<file path="src/rtl/itlb_pkg.sv">
package itlb_pkg;
  localparam int VA_W     = 32;
  localparam int PA_W     = 29;
  localparam int ASID_W   = 8;
  localparam int PAGE_LSB = 10;
  localparam int VPN_W    = VA_W - PAGE_LSB;
  localparam int PPN_W    = PA_W - PAGE_LSB;
  localparam int N_WAYS   = 4;
  localparam int IDX_W    = $clog2(N_WAYS);
  localparam int ORD_W    = N_WAYS * (N_WAYS - 1) / 2;

  typedef struct packed {
    logic              v;
    logic              sh;
    logic [ASID_W-1:0] asid;
    logic [VPN_W-1:0]  vpn;
    logic [1:0]        sz;
    logic [PPN_W-1:0]  ppn;
    logic [1:0]        pr;
    logic              c;
  } itlb_ent_t;

  // page-number bits that take part in the compare for a size code
  function automatic logic [VPN_W-1:0] vpn_keep(input logic [1:0] sz);
    logic [VPN_W-1:0] m;
    m = '1;
    case (sz)
      2'd1:    m[1:0] = '0;
      2'd2:    m[5:0] = '0;
      2'd3:    m[9:0] = '0;
      default: m = '1;
    endcase
    return m;
  endfunction

  // in-page offset bits of the physical address for a size code
  function automatic logic [PA_W-1:0] ofs_mask(input logic [1:0] sz);
    logic [PA_W-1:0] m;
    m = '0;
    case (sz)
      2'd1:    m[11:0] = '1;
      2'd2:    m[15:0] = '1;
      2'd3:    m[19:0] = '1;
      default: m[9:0]  = '1;
    endcase
    return m;
  endfunction
endpackage

</file>
<file path="src/rtl/itlb_order.sv">
module itlb_order
  import itlb_pkg::*;
#(
  parameter logic [ORD_W-1:0] INIT = '0
) (
  input  logic             clk,
  input  logic             rst_n,
  input  logic             touch,
  input  logic [IDX_W-1:0] touch_idx,
  output logic [ORD_W-1:0] state,
  output logic [IDX_W-1:0] victim,
  output logic             bad
);
  logic [ORD_W-1:0] set_pat, clr_pat;

  always_comb begin
    case (touch_idx)
      2'd0:    begin set_pat = 6'b000000; clr_pat = 6'b111000; end
      2'd1:    begin set_pat = 6'b100000; clr_pat = 6'b000110; end
      2'd2:    begin set_pat = 6'b010100; clr_pat = 6'b000001; end
      default: begin set_pat = 6'b001011; clr_pat = 6'b000000; end
    endcase
  end

  always_ff @(posedge clk) begin
    if (!rst_n)     state <= INIT;
    else if (touch) state <= (state & ~clr_pat) | set_pat;
  end

  always_comb begin
    bad = 1'b0;
    if (state[5:3] == 3'b111)                                victim = 2'd0;
    else if (!state[5] && state[2:1] == 2'b11)               victim = 2'd1;
    else if (!state[4] && !state[2] && state[0])             victim = 2'd2;
    else if (!state[3] && !state[1] && !state[0])            victim = 2'd3;
    else begin
      victim = 2'd0;
      bad    = 1'b1;
    end
  end
endmodule

</file>
<file path="src/rtl/itlb_cam.sv">
module itlb_cam
  import itlb_pkg::*;
(
  input  itlb_ent_t [N_WAYS-1:0] ents,
  input  logic [VPN_W-1:0]       va_vpn,
  input  logic [ASID_W-1:0]      asid,
  input  logic                   asid_en,
  output logic                   one_hit,
  output logic                   multi,
  output logic [IDX_W-1:0]       idx
);
  logic [N_WAYS-1:0] hv;

  for (genvar g = 0; g < N_WAYS; g++) begin : g_way
    logic [VPN_W-1:0] keep;
    logic             tag_ok;
    assign keep   = vpn_keep(ents[g].sz);
    assign tag_ok = ents[g].sh || !asid_en || (ents[g].asid == asid);
    assign hv[g]  = ents[g].v && tag_ok && ((ents[g].vpn & keep) == (va_vpn & keep));
  end

  always_comb begin
    int unsigned cnt;
    cnt = 0;
    idx = '0;
    for (int i = 0; i < N_WAYS; i++) begin
      if (hv[i]) begin
        cnt = cnt + 1;
        idx = IDX_W'(i);
      end
    end
    one_hit = (cnt == 1);
    multi   = (cnt > 1);
  end
endmodule

</file>
<file path="src/rtl/itlb_xlate.sv">
module itlb_xlate
  import itlb_pkg::*;
(
  input  itlb_ent_t        ent,
  input  logic             use_ent,
  input  logic [VA_W-1:0]  va,
  output logic [PA_W-1:0]  pa,
  output logic [1:0]       pr,
  output logic             c,
  output logic [1:0]       sz
);
  logic [PA_W-1:0] om, base;

  assign om   = ofs_mask(ent.sz);
  assign base = {ent.ppn, {PAGE_LSB{1'b0}}};

  always_comb begin
    if (use_ent) begin
      pa = (base & ~om) | (va[PA_W-1:0] & om);
      pr = ent.pr;
      c  = ent.c;
      sz = ent.sz;
    end else begin
      pa = '0;
      pr = '0;
      c  = 1'b0;
      sz = '0;
    end
  end
endmodule

</file>
<file path="src/rtl/itlb_four.sv">
module itlb_four
  import itlb_pkg::*;
#(
  parameter logic [5:0] LRU_INIT = 6'b000000
) (
  input  logic        clk,
  input  logic        rst_n,
  input  logic        inv,
  input  logic        fill_valid,
  output logic        fill_ready,
  input  logic [21:0] fill_vpn,
  input  logic [7:0]  fill_asid,
  input  logic        fill_v,
  input  logic        fill_sh,
  input  logic [1:0]  fill_sz,
  input  logic [18:0] fill_ppn,
  input  logic [1:0]  fill_pr,
  input  logic        fill_c,
  input  logic        lk_valid,
  output logic        lk_ready,
  input  logic [31:0] lk_va,
  input  logic [7:0]  lk_asid,
  input  logic        lk_asid_en,
  output logic        rsp_valid,
  input  logic        rsp_ready,
  output logic        rsp_hit,
  output logic        rsp_multi,
  output logic [1:0]  rsp_idx,
  output logic [28:0] rsp_pa,
  output logic [1:0]  rsp_pr,
  output logic        rsp_c,
  output logic [1:0]  rsp_sz,
  output logic [5:0]  repl_state,
  output logic [1:0]  repl_victim,
  output logic        repl_err
);
  itlb_ent_t [N_WAYS-1:0] ents;
  itlb_ent_t              fill_ent;
  logic                   fill_fire, lk_fire;
  logic                   c_one, c_multi;
  logic [IDX_W-1:0]       c_idx;
  logic [PA_W-1:0]        x_pa;
  logic [1:0]             x_pr, x_sz;
  logic                   x_c;
  logic                   touch;
  logic [IDX_W-1:0]       touch_idx;

  assign fill_ready = !inv;
  assign lk_ready   = !inv && !fill_valid && (!rsp_valid || rsp_ready);
  assign fill_fire  = fill_valid && fill_ready;
  assign lk_fire    = lk_valid && lk_ready;

  assign fill_ent = '{v: fill_v, sh: fill_sh, asid: fill_asid, vpn: fill_vpn,
                      sz: fill_sz, ppn: fill_ppn, pr: fill_pr, c: fill_c};

  always_ff @(posedge clk) begin
    if (!rst_n) begin
      ents <= '0;
    end else if (inv) begin
      for (int i = 0; i < N_WAYS; i++) ents[i].v <= 1'b0;
    end else if (fill_fire) begin
      ents[repl_victim] <= fill_ent;
    end
  end

  itlb_cam u_cam (
    .ents    (ents),
    .va_vpn  (lk_va[VA_W-1:PAGE_LSB]),
    .asid    (lk_asid),
    .asid_en (lk_asid_en),
    .one_hit (c_one),
    .multi   (c_multi),
    .idx     (c_idx)
  );

  itlb_xlate u_xlate (
    .ent     (ents[c_idx]),
    .use_ent (c_one),
    .va      (lk_va),
    .pa      (x_pa),
    .pr      (x_pr),
    .c       (x_c),
    .sz      (x_sz)
  );

  assign touch     = fill_fire || (lk_fire && c_one);
  assign touch_idx = fill_fire ? repl_victim : c_idx;

  itlb_order #(.INIT(LRU_INIT)) u_order (
    .clk       (clk),
    .rst_n     (rst_n),
    .touch     (touch),
    .touch_idx (touch_idx),
    .state     (repl_state),
    .victim    (repl_victim),
    .bad       (repl_err)
  );

  always_ff @(posedge clk) begin
    if (!rst_n) begin
      rsp_valid <= 1'b0;
      rsp_hit   <= 1'b0;
      rsp_multi <= 1'b0;
      rsp_idx   <= '0;
      rsp_pa    <= '0;
      rsp_pr    <= '0;
      rsp_c     <= 1'b0;
      rsp_sz    <= '0;
    end else if (lk_fire) begin
      rsp_valid <= 1'b1;
      rsp_hit   <= c_one;
      rsp_multi <= c_multi;
      rsp_idx   <= c_idx;
      rsp_pa    <= x_pa;
      rsp_pr    <= x_pr;
      rsp_c     <= x_c;
      rsp_sz    <= x_sz;
    end else if (rsp_ready) begin
      rsp_valid <= 1'b0;
    end
  end
endmodule

</file>
<file path="config.mk">
export PLATFORM = sky130hd
export DESIGN_NAME = itlb_four
export DESIGN_NICKNAME = d
export VERILOG_FILES = /design/src/rtl/itlb_pkg.sv /design/src/rtl/itlb_order.sv /design/src/rtl/itlb_cam.sv /design/src/rtl/itlb_xlate.sv /design/src/rtl/itlb_four.sv
export SDC_FILE = /design/constraint.sdc
export NUM_CORES = 1
export LEC_CHECK = 0
export ABC_AREA = 1
export BUFFER_PORTS_ARGS = -buffer_cell sky130_fd_sc_hd__buf_2
export CORE_MARGIN = 2
export CORE_UTILIZATION = 25
export DETAILED_ROUTE_END_ITERATION = 10
export GPL_TIMING_DRIVEN = 0
export HOLD_SLACK_MARGIN = 0.15
export RECOVER_POWER = 50
export SYNTH_ARGS = -nofsm -noshare
export SYNTH_HDL_FRONTEND = slang
export SYNTH_SLANG_ARGS = --single-unit
</file>
<file path="constraint.sdc">
create_clock -name clk -period 7.33 [get_ports clk]
set_input_delay 1.466 -clock clk [delete_from_list [all_inputs] [get_ports clk]]
set_output_delay 1.466 -clock clk [all_outputs]
set_load 0.01 [all_outputs]
</file>
==> results.py <==
metrics = {
    "global_routing": {
        "antenna_found_initial": 9,
        "grt_max_degree": 15,
        "grt_overflow": 0,
        "grt.total_usage_pct": 17.7,
        "grt_pass1_vias": 12423,
        "grt_pass1_wl_mm": 72.1,
    },
    "logic_synthesis": {
        "synth_area_leaders": "dfxtp_1 43%, nor2_1 12%, o21ai_0 9.7%",
        "ys_seq_area_share_pct": 42.5,
        "ys_warn_count": 0,
        "synth_top_area_share_pct": 42.5,
        "syn_area_um2": 12700,
        "synth.ff_latch_count": 269,
        "synth_most_common_cell": "nor2_1",
        "async_reset_ff_share_pct": 0,
        "synth_fp_nets": 1939,
        "syn_avg_cell_area_um2": 6.91,
        "synth_ff_type": "dfxtp_1",
        "synth_top_area_cell": "dfxtp_1",
        "synth_cell_types": 44,
        "synth_enable_flop_cells": 0,
        "ys_top_cells_by_count": "402 x nor2_1, 325 x nand2_1, 269 x dfxtp_1",
        "synthCells": 1833,
    },
    "worst_hold_path": {
        "min_path_type": "register to register",
        "hold_start": "ents[75]",
        "hold_depth": 2,
        "hold_path_end": "ents[75]",
    },
    "clock_network": {
        "clock_latency_ps": 570,
        "htree_levels": 1,
        "clk_pin_slew_ps": 60,
        "cts_buffers": 28,
        "cts_tree": "done",
        "post_cts_buffers": 0,
        "cts_sinks": 269,
        "cts_root_buf": "clkbuf_16",
        "cts_resized": 0,
        "hold_buffers": 0,
        "clockBufferDepth": 3,
    },
    "routing": {
        "antenna_left": 0,
        "via_per_inst": 4.72,
        "drtIter0Drc": 1006,
        "routed_wl_mm": 47.7,
        "wl_per_cell_um": 17.7,
        "drc_errors": 0,
        "first_pass_iters": 5,
        "vias": 12716,
    },
    "power": {
        "pwr-share-clk_pct": 44.4,
        "p_sw_mw": 0.788,
        "powerDensity_nw_per_um2": 210,
        "p_int_mw": 2.37,
        "power.share.combinational_pct": 8.0,
        "pwr-share-seq_pct": 47.5,
        "sw_frac_of_total_pct": 24.9,
        "irDropWorstVdd_uv": 152,
        "leakagePower_nw": 6.31,
    },
    "status": {
        "outcome": "finished, final reports clean",
    },
    "setup_path": {
        "critPathLaunchType": "input pin",
        "reg2reg_to": "rsp_pa[17]",
        "rr_startpoint": "ents[24]",
        "r2r_slack_ps": 3540,
        "r2r_cells": 20,
        "end_kind": "register",
        "critPathRequiredTime_ps": 7830,
        "crit_fanout": 10,
        "criticalPathCategory": "input pin to register",
        "arrival_ps": 5100,
    },
    "floorplan": {
        "die_area_um2": 52500,
        "die_h_um": 229,
        "design.core.area_um2": 50100,
        "dieWidth_um": 229,
        "rows": 82,
        "boundaryPins": 153,
        "initial_core_util_pct": 25.3,
    },
    "finish": {
        "drive_gt1_share_pct": 11.1,
        "design_area_um2": 15000,
        "nNetsFinal": 2110,
        "area_growth_pct": 18.7,
        "fill_cells": 5573,
    },
    "timing": {
        "whs_ps": 457,
        "fin_crit_sh_pct": 62.7,
        "max_slew.worst_pin.slew_ps": 1260,
        "fin_crit_ps": 4600,
        "maxSlewHeadroom_pct": 15.5,
        "grt_setup_unrepaired": "no",
        "skew_ps": 16.2,
        "hold_viol": 0,
        "finalMaxSlewViolations": 0,
        "max_freq_ghz": 0.217,
        "fin_setup_tns_ps": 0,
        "finalSetupViolCount": 0,
    },
    "run": {
        "max-cap-violations": 0,
    },
    "placed_design": {
        "place.detailed.hpwl_mm": 36.5,
        "portBuffers": 141,
        "routabilityCongestion": 0.899,
        "dpl_cell_area_um2": 14200,
    },
}
[layout make-up]
type	count	area (um2)	area share, %
plain buffers	102	454	3.02
clock inverters	3	51.3	0.341
flip-flops and latches	269	5390	35.8
clock buffers	45	835	5.55
inverters	135	512	3.40
multi-input cells	1327	6320	42.0
repair buffers	141	642	4.27
diodes	1	2.50	0.0166
well taps	672	841	5.59
[critical path, stage by stage]
cell and delay [ps]:
buf_2 140, inv_1 130, nand2_1 80, o21ai_0 80, a211o_1 230, o41ai_1 460, o31ai_1 180, nor2_1 280
inv_1 80, ha_1 320, inv_1 60, nor2_2 180, nor2_2 60, ha_1 270, a21oi_1 170, nand2_1 110
nor2_4 160, nand2_4 130, inv_6 130, buf_12 140, nand3_2 100, a21oi_2 120
[placed cells by master, fill, tap and decap left out, types with 37 or more instances in the layout]
cell | synthesis | final
nor2_1 | 402 | 402
nand2_1 | 325 | 325
dfxtp_1 | 269 | 269
o21ai_0 | 246 | 246
clkbuf_1 | 79 | 141
inv_1 | 117 | 119
a21oi_1 | 108 | 108
buf_2 | 12 | 101
nand3_1 | 66 | 66
xnor2_1 | 37 | 37
[flip-flops by register name (all words and copies together), names as in the netlist, named ones only]
signal         count
ents             224
rsp_pa            29
rsp_idx            2
rsp_pr             2
rsp_sz             2
u_order.state      2
rsp_c              1
rsp_hit            1
rsp_multi          1
rsp_valid          1
[stage by stage]
step	setup slack [ps]	std cells	power [mW]	util (%)
6_report	2730	2695	3.16	30.0
5_1_grt	2520	2695	3.27	30.0
4_1_cts	2750	2694	3.18	30.2
3_5_place_dp	2180	2646	1.79	28.4
3_3_place_gp	2310	2646	1.78	28.4
2_1_floorplan	3300	1833	1.67	-
[power by group through the flow]
stage / Clock (mW) / Sequential (mW) / Combinational [mW]
2_1_floorplan: 0 / 1.53 / 0.135
3_5_place_dp: 0 / 1.53 / 0.252
4_1_cts: 1.43 / 1.50 / 0.253
3_3_place_gp: 0 / 1.53 / 0.248
5_1_grt: 1.48 / 1.50 / 0.279
6_report: 1.40 / 1.50 / 0.254
[routing by layer]
metal | global-route usage, % | wire, um
met5 | 0 | 39
met4 | 8.85 | 2370
met3 | 2.73 | 2990
met2 | 29.8 | 22000
met1 | 22.0 | 20300
[cells by family after synthesis]
family | Yosys count | share of synthesized area (%)
compound gates | 407 | 17.4
xor+xnor | 61 | 4.22
fa+ha+maj | 3 | 0.296
buf+inv | 237 | 7.63
flops | 269 | 42.5
simple gates | 856 | 27.9
[how the worst max path moves through the flow]
stage | start | endpoint | slack, ps | depth (start not counted)
4_1_cts | lk_va[13] | rsp_pa[17] | 2750 | 22
6_report | lk_va[13] | rsp_pa[17] | 2730 | 22
3_5_place_dp | lk_va[13] | rsp_pa[17] | 2180 | 22
5_1_grt | lk_va[11] | rsp_pa[16] | 2520 | 21
2_1_floorplan | lk_va[26] | rsp_pa[16] | 3300 | 23
3_3_place_gp | lk_va[13] | rsp_pa[16] | 2310 | 22
No activity file was read; power rests on OpenSTA's default activity.
